`config.mk`:
```
export PLATFORM = sky130hd
export DESIGN_NAME = tbl_map
export DESIGN_NICKNAME = d
export VERILOG_FILES = /design/src/rtl/tbl_map_pkg.sv /design/src/rtl/tbl_addr_stage.sv /design/src/rtl/tbl_rom_stage.sv /design/src/rtl/tbl_map.sv
export SDC_FILE = /design/constraint.sdc
export NUM_CORES = 1
export LEC_CHECK = 0
export BUFFER_PORTS_ARGS = -buffer_cell sky130_fd_sc_hd__buf_2
export CORE_UTILIZATION = 35
export DETAILED_ROUTE_END_ITERATION = 6
export HOLD_SLACK_MARGIN = 0.1
export PLACE_DENSITY = 0.52
export SETUP_SLACK_MARGIN = 0.5
export SLEW_MARGIN = 20
export SYNTH_ARGS = -nofsm -noshare
export SYNTH_HDL_FRONTEND = slang
export SYNTH_SLANG_ARGS = --single-unit
```
`constraint.sdc`:
```
create_clock -name clk_i -period 3 [get_ports clk_i]
set_input_delay 0.3 -clock clk_i [delete_from_list [all_inputs] [get_ports clk_i]]
set_output_delay 0.3 -clock clk_i [all_outputs]
set_load 0.02 [all_outputs]
```
`src/rtl/tbl_map_pkg.sv`:
```
package tbl_map_pkg;

  typedef enum logic {
    LAYOUT_PADDED = 1'b0,
    LAYOUT_DENSE  = 1'b1
  } tbl_layout_e;

  // Logical table contents, shared by every layout.
  function automatic int tbl_word(input int x, input int y, input int z);
    return x * 64 + y * 8 + z + 1;
  endfunction

endpackage

```
`src/rtl/tbl_addr_stage.sv`:
```
module tbl_addr_stage
  import tbl_map_pkg::*;
#(
  parameter tbl_layout_e LAYOUT = LAYOUT_DENSE,
  parameter int DIM_X = 3,
  parameter int DIM_Y = 4,
  parameter int DIM_Z = 5,
  parameter int XW    = 2,
  parameter int YW    = 2,
  parameter int ZW    = 3,
  parameter int ZWU   = 3,
  parameter int AW    = 6,
  parameter int DEPTH = 60
) (
  input  logic          clk_i,
  input  logic          rst_ni,
  input  logic          valid_i,
  input  logic [XW-1:0] x_i,
  input  logic [YW-1:0] y_i,
  input  logic [ZW-1:0] z_i,
  output logic          valid_o,
  output logic          err_o,
  output logic [AW-1:0] addr_o
);

  localparam logic [XW:0] X_LIM = (XW+1)'(DIM_X);
  localparam logic [YW:0] Y_LIM = (YW+1)'(DIM_Y);
  localparam logic [ZW:0] Z_LIM = (ZW+1)'(DIM_Z);

  logic          oor;
  logic [AW-1:0] addr_d;
  logic          valid_q, err_q;
  logic [AW-1:0] addr_q;

  assign oor = ({1'b0, x_i} >= X_LIM) | ({1'b0, y_i} >= Y_LIM) | ({1'b0, z_i} >= Z_LIM);

  generate
    if (LAYOUT == LAYOUT_DENSE) begin : g_dense
      localparam int STRIDE_X = DIM_Y * DIM_Z;
      localparam int STRIDE_Y = DIM_Z;
      assign addr_d = AW'(x_i) * AW'(STRIDE_X) + AW'(y_i) * AW'(STRIDE_Y) + AW'(z_i);


      dense_in_span_chk: assert property (@(posedge clk_i) disable iff (!rst_ni)
        valid_q && !err_q |-> ({1'b0, addr_q} < (AW+1)'(DEPTH)));
    end else begin : g_padded
      if (ZWU > 0) begin : g_xyz
        assign addr_d = {x_i, y_i, z_i};
      end else begin : g_xy
        assign addr_d = {x_i, y_i};
      end


      padded_fields_chk: assert property (@(posedge clk_i) disable iff (!rst_ni)
        valid_q && !err_q |->
          ({1'b0, addr_q[AW-1 -: XW]} < X_LIM) && ({1'b0, addr_q[ZWU +: YW]} < Y_LIM));
    end
  endgenerate

  always_ff @(posedge clk_i or negedge rst_ni) begin
    if (!rst_ni) begin
      valid_q <= 1'b0;
      err_q   <= 1'b0;
      addr_q  <= '0;
    end else begin
      valid_q <= valid_i;
      if (valid_i) begin
        err_q  <= oor;
        addr_q <= oor ? '0 : addr_d;
      end
    end
  end

  assign valid_o = valid_q;
  assign err_o   = err_q;
  assign addr_o  = addr_q;

endmodule

```
`src/rtl/tbl_rom_stage.sv`:
```
module tbl_rom_stage
  import tbl_map_pkg::*;
#(
  parameter tbl_layout_e LAYOUT = LAYOUT_DENSE,
  parameter int DIM_X  = 3,
  parameter int DIM_Y  = 4,
  parameter int DIM_Z  = 5,
  parameter int YW     = 2,
  parameter int ZW     = 3,
  parameter int ZWU    = 3,
  parameter int AW     = 6,
  parameter int DEPTH  = 60,
  parameter int DATA_W = 8
) (
  input  logic              clk_i,
  input  logic              rst_ni,
  input  logic              valid_i,
  input  logic              err_i,
  input  logic [AW-1:0]     addr_i,
  output logic              valid_o,
  output logic              err_o,
  output logic [AW-1:0]     addr_o,
  output logic [DATA_W-1:0] data_o
);

  // Slot contents: decode the slot back to coordinates, zero for padding.
  function automatic logic [DATA_W-1:0] slot_word(input int a);
    int x, y, z;
    bit used;
    if (LAYOUT == LAYOUT_DENSE) begin
      x    = a / (DIM_Y * DIM_Z);
      y    = (a / DIM_Z) % DIM_Y;
      z    = a % DIM_Z;
      used = (a < DIM_X * DIM_Y * DIM_Z);
    end else begin
      z    = (ZWU > 0) ? (a & ((1 << ZW) - 1)) : 0;
      y    = (a >> ZWU) & ((1 << YW) - 1);
      x    = a >> (ZWU + YW);
      used = (x < DIM_X) && (y < DIM_Y) && (z < DIM_Z);
    end
    return used ? DATA_W'(tbl_word(x, y, z)) : '0;
  endfunction

  logic [DATA_W-1:0] rom_w [DEPTH];

  for (genvar a = 0; a < DEPTH; a++) begin : g_slot
    assign rom_w[a] = slot_word(a);
  end

  logic              valid_q, err_q;
  logic [AW-1:0]     addr_q;
  logic [DATA_W-1:0] data_q;

  always_ff @(posedge clk_i or negedge rst_ni) begin
    if (!rst_ni) begin
      valid_q <= 1'b0;
      err_q   <= 1'b0;
      addr_q  <= '0;
      data_q  <= '0;
    end else begin
      valid_q <= valid_i;
      if (valid_i) begin
        err_q  <= err_i;
        addr_q <= addr_i;
        data_q <= err_i ? '0 : rom_w[addr_i];
      end
    end
  end

  assign valid_o = valid_q;
  assign err_o   = err_q;
  assign addr_o  = addr_q;
  assign data_o  = data_q;

  // an in-range read never lands on a padding slot
  live_slot_chk: assert property (@(posedge clk_i) disable iff (!rst_ni)
    valid_q && !err_q |-> data_q != '0);

endmodule

```
`src/rtl/tbl_map.sv`:
```
module tbl_map
  import tbl_map_pkg::*;
#(
  parameter tbl_layout_e LAYOUT = LAYOUT_DENSE,
  parameter int DIM_X  = 3,
  parameter int DIM_Y  = 4,
  parameter int DIM_Z  = 5,
  parameter int DATA_W = 8,
  localparam int XW          = (DIM_X > 1) ? $clog2(DIM_X) : 1,
  localparam int YW          = (DIM_Y > 1) ? $clog2(DIM_Y) : 1,
  localparam int ZW          = (DIM_Z > 1) ? $clog2(DIM_Z) : 1,
  localparam int ZWU         = (DIM_Z > 1) ? ZW : 0,
  localparam int PAD_AW      = XW + YW + ZWU,
  localparam int DENSE_DEPTH = DIM_X * DIM_Y * DIM_Z,
  localparam int DENSE_AW    = (DENSE_DEPTH > 1) ? $clog2(DENSE_DEPTH) : 1,
  localparam int AW          = (LAYOUT == LAYOUT_DENSE) ? DENSE_AW : PAD_AW,
  localparam int DEPTH       = (LAYOUT == LAYOUT_DENSE) ? DENSE_DEPTH : (1 << PAD_AW)
) (
  input  logic              clk_i,
  input  logic              rst_ni,
  input  logic              req_valid_i,
  input  logic [XW-1:0]     req_x_i,
  input  logic [YW-1:0]     req_y_i,
  input  logic [ZW-1:0]     req_z_i,
  output logic              rsp_valid_o,
  output logic              rsp_err_o,
  output logic [AW-1:0]     rsp_addr_o,
  output logic [DATA_W-1:0] rsp_data_o
);

  logic          s1_valid, s1_err;
  logic [AW-1:0] s1_addr;

  tbl_addr_stage #(
    .LAYOUT(LAYOUT), .DIM_X(DIM_X), .DIM_Y(DIM_Y), .DIM_Z(DIM_Z),
    .XW(XW), .YW(YW), .ZW(ZW), .ZWU(ZWU), .AW(AW), .DEPTH(DEPTH)
  ) u_addr (
    .clk_i   (clk_i),
    .rst_ni  (rst_ni),
    .valid_i (req_valid_i),
    .x_i     (req_x_i),
    .y_i     (req_y_i),
    .z_i     (req_z_i),
    .valid_o (s1_valid),
    .err_o   (s1_err),
    .addr_o  (s1_addr)
  );

  tbl_rom_stage #(
    .LAYOUT(LAYOUT), .DIM_X(DIM_X), .DIM_Y(DIM_Y), .DIM_Z(DIM_Z),
    .YW(YW), .ZW(ZW), .ZWU(ZWU), .AW(AW), .DEPTH(DEPTH), .DATA_W(DATA_W)
  ) u_rom (
    .clk_i   (clk_i),
    .rst_ni  (rst_ni),
    .valid_i (s1_valid),
    .err_i   (s1_err),
    .addr_i  (s1_addr),
    .valid_o (rsp_valid_o),
    .err_o   (rsp_err_o),
    .addr_o  (rsp_addr_o),
    .data_o  (rsp_data_o)
  );

  // Edges since reset release, saturating, for the latency check.
  logic [1:0] since_rst_q;
  always_ff @(posedge clk_i or negedge rst_ni) begin
    if (!rst_ni)                 since_rst_q <= '0;
    else if (since_rst_q != 2'd2) since_rst_q <= since_rst_q + 2'd1;
  end


  latency_two_chk: assert property (@(posedge clk_i) disable iff (!rst_ni)
    since_rst_q == 2'd2 |-> rsp_valid_o == $past(req_valid_i, 2));


  err_zeroed_chk: assert property (@(posedge clk_i) disable iff (!rst_ni)
    rsp_valid_o && rsp_err_o |-> rsp_data_o == '0 && rsp_addr_o == '0);


  reset_idle_chk: assert property (@(posedge clk_i) disable iff (!rst_ni)
    $rose(rst_ni) |-> !rsp_valid_o);

endmodule

```
==> impl_metrics.py, run 1 <==
metrics = {
    "detailed_routing": {
        "vias": 1369,
        "dr.pass1.iters": 4,
        "vias_per_cell": 5.657,
        "routed_wl_mm": 3.770,
        "routedWlPerCell_um": 15.58,
        "drcViolationCount": 0,
        "drt_first_iter_violations": 105,
        "detail-route-antenna-nets": 0,
    },
    "layout": {
        "nets": 218,
        "drive_gt1_share_pct": 21.58,
        "layout_commonest_cell": "buf_2",
        "area_growth_syn_to_layout_pct": 9.524,
        "layout_common_cells": "buf_2, dfrtp_1, ha_1",
        "diodes": 0,
    },
    "worst_setup_path": {
        "crit_required_ns": 3.18,
        "criticalPathCategory": "flip-flop to flip-flop",
        "cp-start-kind": "flip-flop",
        "arrival_ns": 2.30,
        "end_kind": "flip-flop",
        "crit_fanout": 30,
    },
    "worst_hold_path": {
        "hold_path_class": "input port to flip-flop",
    },
    "global_route": {
        "overflow": 0,
        "antenna_found_initial": 0,
        "grt_use_total_pct": 16.24,
        "grt_max_degree": 31,
        "first_global_vias": 1322,
        "grt_pass1_wl_mm": 6.561,
    },
    "synthesis": {
        "synth_fa_ha_area_share_pct": 13.54,
        "synthDistinctLibCells": 52,
        "netlist_instances": 173,
        "avgSynthCellArea_sq_um": 9.720,
        "synth_edf_count": 0,
        "synthFlopType": "dfrtp_1",
        "ys_seq_elements": 23,
        "synth_top_family_by_area": "compound AO/OA/AOI/OAI gates",
        "synth_nets": 200,
        "muxShareOfSynthArea_pct": 8.482,
        "synth-simple-area-share_pct": 13.84,
        "syn_area_sq_um": 1682,
        "synthArstFlopShare_pct": 100.0,
        "synth_xor_area_share_pct": 2.083,
        "synth_compound_area_share_pct": 19.72,
        "ys.warnings.count": 0,
        "yosysSeqAreaShare_pct": 34.23,
    },
    "timing": {
        "slew_viol_final": 0,
        "maxSlewHeadroom_pct": 40.17,
        "holdWs_ns": 0.2542,
        "min_period_over_period_pct": 70.93,
        "grt_setup_unrepaired": "no",
        "setup_tns_ns": 0,
        "fmax_ghz": 0.4699,
        "worst_clock_skew_ns": 0.001972,
        "finalSetupViolations": 0,
        "worst_pin_slew_ns": 0.8975,
        "post-route-min-period_ns": 2.128,
        "hold_violations": 0,
    },
    "floorplan": {
        "start_util_pct": 37.58,
        "die_area_sq_um": 5086,
        "ioPinCount": 26,
        "die_w_um": 71.32,
        "fp.coreArea_sq_um": 4474,
        "die_h_um": 71.32,
        "rows": 24,
    },
    "clock_network": {
        "ctsHtreeMaxLevel": 1,
        "cts-buffers-inserted": 3,
        "cts_num_sinks": 23,
        "cts_tree": "built",
        "cts_resized": 0,
        "clock-root-buffer": "clkbuf_8",
        "cts.path.max_buffers": 2,
        "clkTransAtPathRegs_ns": 0.08,
        "clk_latency_ns": 0.26,
    },
    "power_and_ir_drop": {
        "ir_drop_mv": 0.2198,
        "p_leak_nw": 0.8572,
        "power_density_nw_per_um2": 548.0,
    },
    "run_status": {
        "outcome": "completed",
    },
    "placed_design": {
        "dpl.hpwl_mm": 2.764,
        "gp_congestion": 0.8213,
        "io_buffers": 24,
    },
    "run": {
        "maxCapViolCount": 0,
    },
}
[worst max-delay path, stage by stage (launching register included)]
cell     delay, ns
dfrtp_1       0.94
nor2b_4       0.36
a21oi_1       0.05
mux4_2        0.50
o31ai_2       0.18
[state kept, by name, indices dropped and copies added, names as in the netlist]
register / count
u_rom.data_o: 7
u_addr.valid_o: 1
u_rom.addr_o: 6
u_addr.err_o: 1
u_addr.addr_o: 6
u_rom.err_o: 1
u_rom.valid_o: 1
[per-stage QoR]
stage	setup slack, ns	power, mW	util (%)	cell area, sq um	instances
2_1_floorplan	0.9533	0.7271	-	1682	173
3_3_place_gp	0.7949	0.8200	39.93	1787	237
3_5_place_dp	0.7686	0.8245	39.93	1787	237
4_1_cts	0.9001	1.016	41.16	1842	242
5_1_grt	0.6998	1.087	41.16	1842	242
6_report	0.8720	1.009	41.16	1842	242
[cell families after synthesis]
| logic type | count (synthesis) |
|---|---|
| AO/OA/AOI/OAI | 46 |
| XOR/XNOR | 4 |
| adder cells (fa/ha/maj) | 17 |
| buffers and inverters | 26 |
| flip-flops | 23 |
| multiplexers | 12 |
| other | 1 |
| AND/OR/NAND/NOR | 44 |
[what timing repair did]
item / CTS / global route
setup buffers: 0 / 0
setup endpoints to repair: 0 / 0
hold buffers: 1 / 0
hold endpoints to repair: 23 / 0
[layer usage]
metal	global-route usage, %	wire [um]	vias up
met5	0	0	-
met4	3.333	12	0
met3	1.688	177	2
met2	25.19	1773	39
met1	24.53	1807	671
li1	-	-	657
[final timing paths]
| path | endpoint | start | slack [ns] | cells after the start |
|---|---|---|---|---|
| worst max-delay path | u_rom.data_o[2]$_DFFE_PN0P_ | u_addr.addr_o[4]$_DFFE_PN0P_ | 0.87 | 4 |
| worst min-delay path | u_addr.valid_o$_DFF_PN0_ | req_valid_i | 0.25 | 1 |
| worst max register to register | u_rom.data_o[2]$_DFFE_PN0P_ | u_addr.addr_o[4]$_DFFE_PN0P_ | 0.87 | 4 |
| worst min register to register | u_rom.data_o[7]$_DFFE_PN0P_ | u_rom.data_o[7]$_DFFE_PN0P_ | 0.50 | 2 |
| max in group asynchronous | u_addr.addr_o[1]$_DFFE_PN0P_ | rst_ni | 2.13 | 2 |
| min in group asynchronous | u_rom.addr_o[5]$_DFFE_PN0P_ | rst_ni | 0.53 | 2 |
[final cells by class]
cell class / instances / area [sq um]
tap: 52 / 65.06
sequential: 23 / 575.6
clock buffer: 4 / 45.04
inverter: 14 / 52.55
timing repair buffer: 25 / 130.1
fill: 431 / 2633
multi-input combinational: 124 / 973.4
[synth_stat cells (all sizes together), types with 2 or more instances]
master   number  share of area, %
a211oi        4               1.8
a21oi         9               2.7
a31o          2               1.0
buf           9               4.1
clkbuf        3              0.67
dfrtp        23                34
fa            2               2.4
ha           15                11
inv          14               3.1
mux2          8               5.4
mux2i         3               1.8
nand2        13               2.9
nand2b        6               2.2
nor2         11               2.5
nor2b         4               1.9
o2111ai       2               1.0
o211ai        3               1.3
o21ai         7               2.1
o22ai         2              0.74
o311ai        2               1.0
o31ai         2               1.2
xnor2         4               2.1
[power breakdown]
part | switching, mW | total (mW) | internal [mW]
registers | 0.0886 | 0.446 | 0.358
clock network | 0.0941 | 0.189 | 0.0947
logic | 0.208 | 0.374 | 0.167
total | 0.390 | 1.01 | 0.619
(Power assumes the default switching activity.)
==> run 2: changes to the inputs <==
Settings changed: PLACE_DENSITY 0.52 to 0.54.
Clock period 3 ns to 1.95 ns, I/O delays scaled along.
==> run 2 against run 1 <==
  * Global-route usage grew 0.47 points
  * Critical path depth grew 5
  * Via count grew 3.1%
  * Non-clock buffer count grew 17
  * Flip-flop and latch count is the same
  * Setup slack lost 0.63 ns
  * Sequential power grew 42%
  * Power grew 71%
  * Critical endpoint is now u_addr.addr_o[3]$_DFFE_PN0P_
==> impl_metrics.py, run 2 (synthesized netlist as in run 1, its figures left out) <==
metrics = {
    "run_status": {
        "outcome": "completed",
    },
    "timing": {
        "worst_pin_slew_ns": 0.5091,
        "finalSetupViolations": 0,
        "worst_clock_skew_ns": 0.004759,
        "maxSlewHeadroom_pct": 66.06,
        "slew_viol_final": 0,
        "post-route-min-period_ns": 1.706,
        "fmax_ghz": 0.5860,
        "grt_setup_unrepaired": "yes",
        "hold_violations": 0,
        "min_period_over_period_pct": 87.51,
    },
    "clock_network": {
        "clk_latency_ns": 0.27,
        "ctsHtreeMaxLevel": 1,
        "cts_tree": "built",
        "cts.path.max_buffers": 2,
        "clock-root-buffer": "clkbuf_8",
        "cts-buffers-inserted": 3,
        "cts_num_sinks": 23,
        "clkTransAtPathRegs_ns": 0.08,
    },
    "floorplan": {
        "start_util_pct": 37.58,
        "ioPinCount": 26,
        "fp.coreArea_sq_um": 4474,
        "die_w_um": 71.32,
        "die_area_sq_um": 5086,
        "rows": 24,
        "die_h_um": 71.32,
    },
    "power_and_ir_drop": {
        "p_leak_nw": 0.9571,
        "p_int_mw": 1.059,
        "power_mw": 1.722,
        "p_comb_share_pct": 46.1,
        "swShare_pct": 38.51,
        "seqPwrFrac_pct": 36.8,
        "ir_drop_mv": 0.3943,
        "p_clk_share_pct": 17.1,
        "power_density_nw_per_um2": 809.4,
        "p_sw_mw": 0.6631,
    },
    "detailed_routing": {
        "wl_met3_um": 108,
        "drcViolationCount": 0,
        "dr.max_layer_used": "met4",
        "routed_wl_mm": 3.978,
        "routedWlPerCell_um": 15.36,
        "vias_per_cell": 5.452,
        "detail-route-antenna-nets": 0,
        "vias": 1412,
        "dr.pass1.iters": 4,
        "drt_first_iter_violations": 108,
        "wl_met1_mm": 1.908,
        "wl_met2_mm": 1.929,
    },
    "worst_hold_path": {
        "hold_path_class": "input port to flip-flop",
        "whs_path_depth": 1,
        "holdPathEnd": "u_addr.valid_o$_DFF_PN0_",
        "hold_start": "req_valid_i",
    },
    "layout": {
        "largest_reg_flops": 7,
        "final_area_sq_um": 2127,
        "post-route-util_pct": 47.54,
        "nets": 235,
        "drive_gt1_share_pct": 39.13,
        "diodes": 0,
        "area_growth_syn_to_layout_pct": 26.49,
        "nFillCells": 422,
        "layout_common_cells": "buf_2, dfrtp_1, buf_4",
        "layout_commonest_cell": "buf_2",
    },
    "worst_setup_path": {
        "r2r-start": "u_addr.addr_o[0]$_DFFE_PN0P_",
        "critPathLaunch": "req_y_i[0]",
        "end_kind": "flip-flop",
        "arrival_ns": 1.90,
        "crit_fanout": 2,
        "cp-start-kind": "input port",
        "crit_required_ns": 2.14,
        "criticalPathCategory": "input port to flip-flop",
        "reg2reg_to": "u_rom.data_o[0]$_DFFE_PN0P_",
        "worstRegToRegCells": 6,
        "reg2reg_slack_ns": 0.31,
    },
    "placed_design": {
        "dpl.hpwl_mm": 2.995,
        "io_buffers": 24,
        "gp_congestion": 0.8684,
        "dpl_cell_area_sq_um": 1932,
    },
    "global_route": {
        "first_global_vias": 1431,
        "antenna_found_initial": 0,
        "grt_max_degree": 31,
        "grt_use_total_pct": 16.71,
        "overflow": 0,
        "grt_pass1_wl_mm": 6.768,
    },
    "run": {
        "maxCapViolCount": 0,
    },
}
-- run 2: changes by cell type in the layout (fill, tap and decap cells not counted), sizes merged --
cell,change
buf,+17
clkbuf,-1
clkinv,+1
-- run 2: worst max-delay path by stage --
stage | end | slack, ns | depth (start not counted)
CTS | u_addr.addr_o[3]$_DFFE_PN0P_ | 0.22 | 9
finish | u_addr.addr_o[3]$_DFFE_PN0P_ | 0.24 | 9
floorplan | u_addr.addr_o[3]$_DFFE_PN0P_ | 0.12 | 8
detailed placement | u_addr.addr_o[3]$_DFFE_PN0P_ | -0.07 | 9
global placement | u_addr.addr_o[3]$_DFFE_PN0P_ | -0.04 | 9
global route | u_addr.addr_o[3]$_DFFE_PN0P_ | 0.19 | 9
-- run 2: metal layers --
layer | track usage [%] | vias up
met4 | 4.444 | 0
met1 | 23.28 | 691
li1 | - | 693
met2 | 27.30 | 23
met3 | 2.391 | 5
met5 | 0 | -
-- run 2: worst max-delay path, stage by stage --
cell     delay [ns]
buf_8          0.10
ha_4           0.25
inv_2          0.03
fa_1           0.47
inv_1          0.05
ha_2           0.17
fa_2           0.51
nand2_1        0.04
o21ai_1        0.07
-- run 2: power by group through the flow --
stage	clock (mW)	sequential, mW	combinational (mW)
finish	0.294	0.634	0.793
global route	0.320	0.648	0.868
CTS	0.297	0.632	0.765
detailed placement	0	0.644	0.710
global placement	0	0.641	0.706
floorplan	0	0.679	0.474
-- run 2: what timing repair did --
item / 4_1_cts / 5_1_grt
pin swaps: 7 / 7
setup endpoints to repair: 8 / 9
buffers inserted: 8 / 1
resized for setup: 7 / 12
hold buffers: 1 / 0
hold endpoints to repair: 23 / 0
-- run 2: layout make-up --
cell class / instances / area [sq um] / area share [%]
Clock inverter: 1 / 5.005 / 0.2353
Timing Repair Buffer: 42 / 294.0 / 13.82
Sequential cell: 23 / 579.3 / 27.24
Tap cell: 52 / 65.06 / 3.059
Inverter: 14 / 57.56 / 2.706
Clock buffer: 3 / 41.29 / 1.941
Multi-Input combinational cell: 124 / 1085 / 51.00
-- run 2: through the flow --
stage	TNS (ns)	cells	hold slack [ns]	setup slack, ns
floorplan	0	173	-0.1006	0.1239
global placement	-0.07451	245	0.1802	-0.04234
detailed placement	-0.1440	245	0.1936	-0.07228
CTS	0	258	0.1412	0.2167
global route	0	259	0.1424	0.1942
finish	0	259	0.1428	0.2436
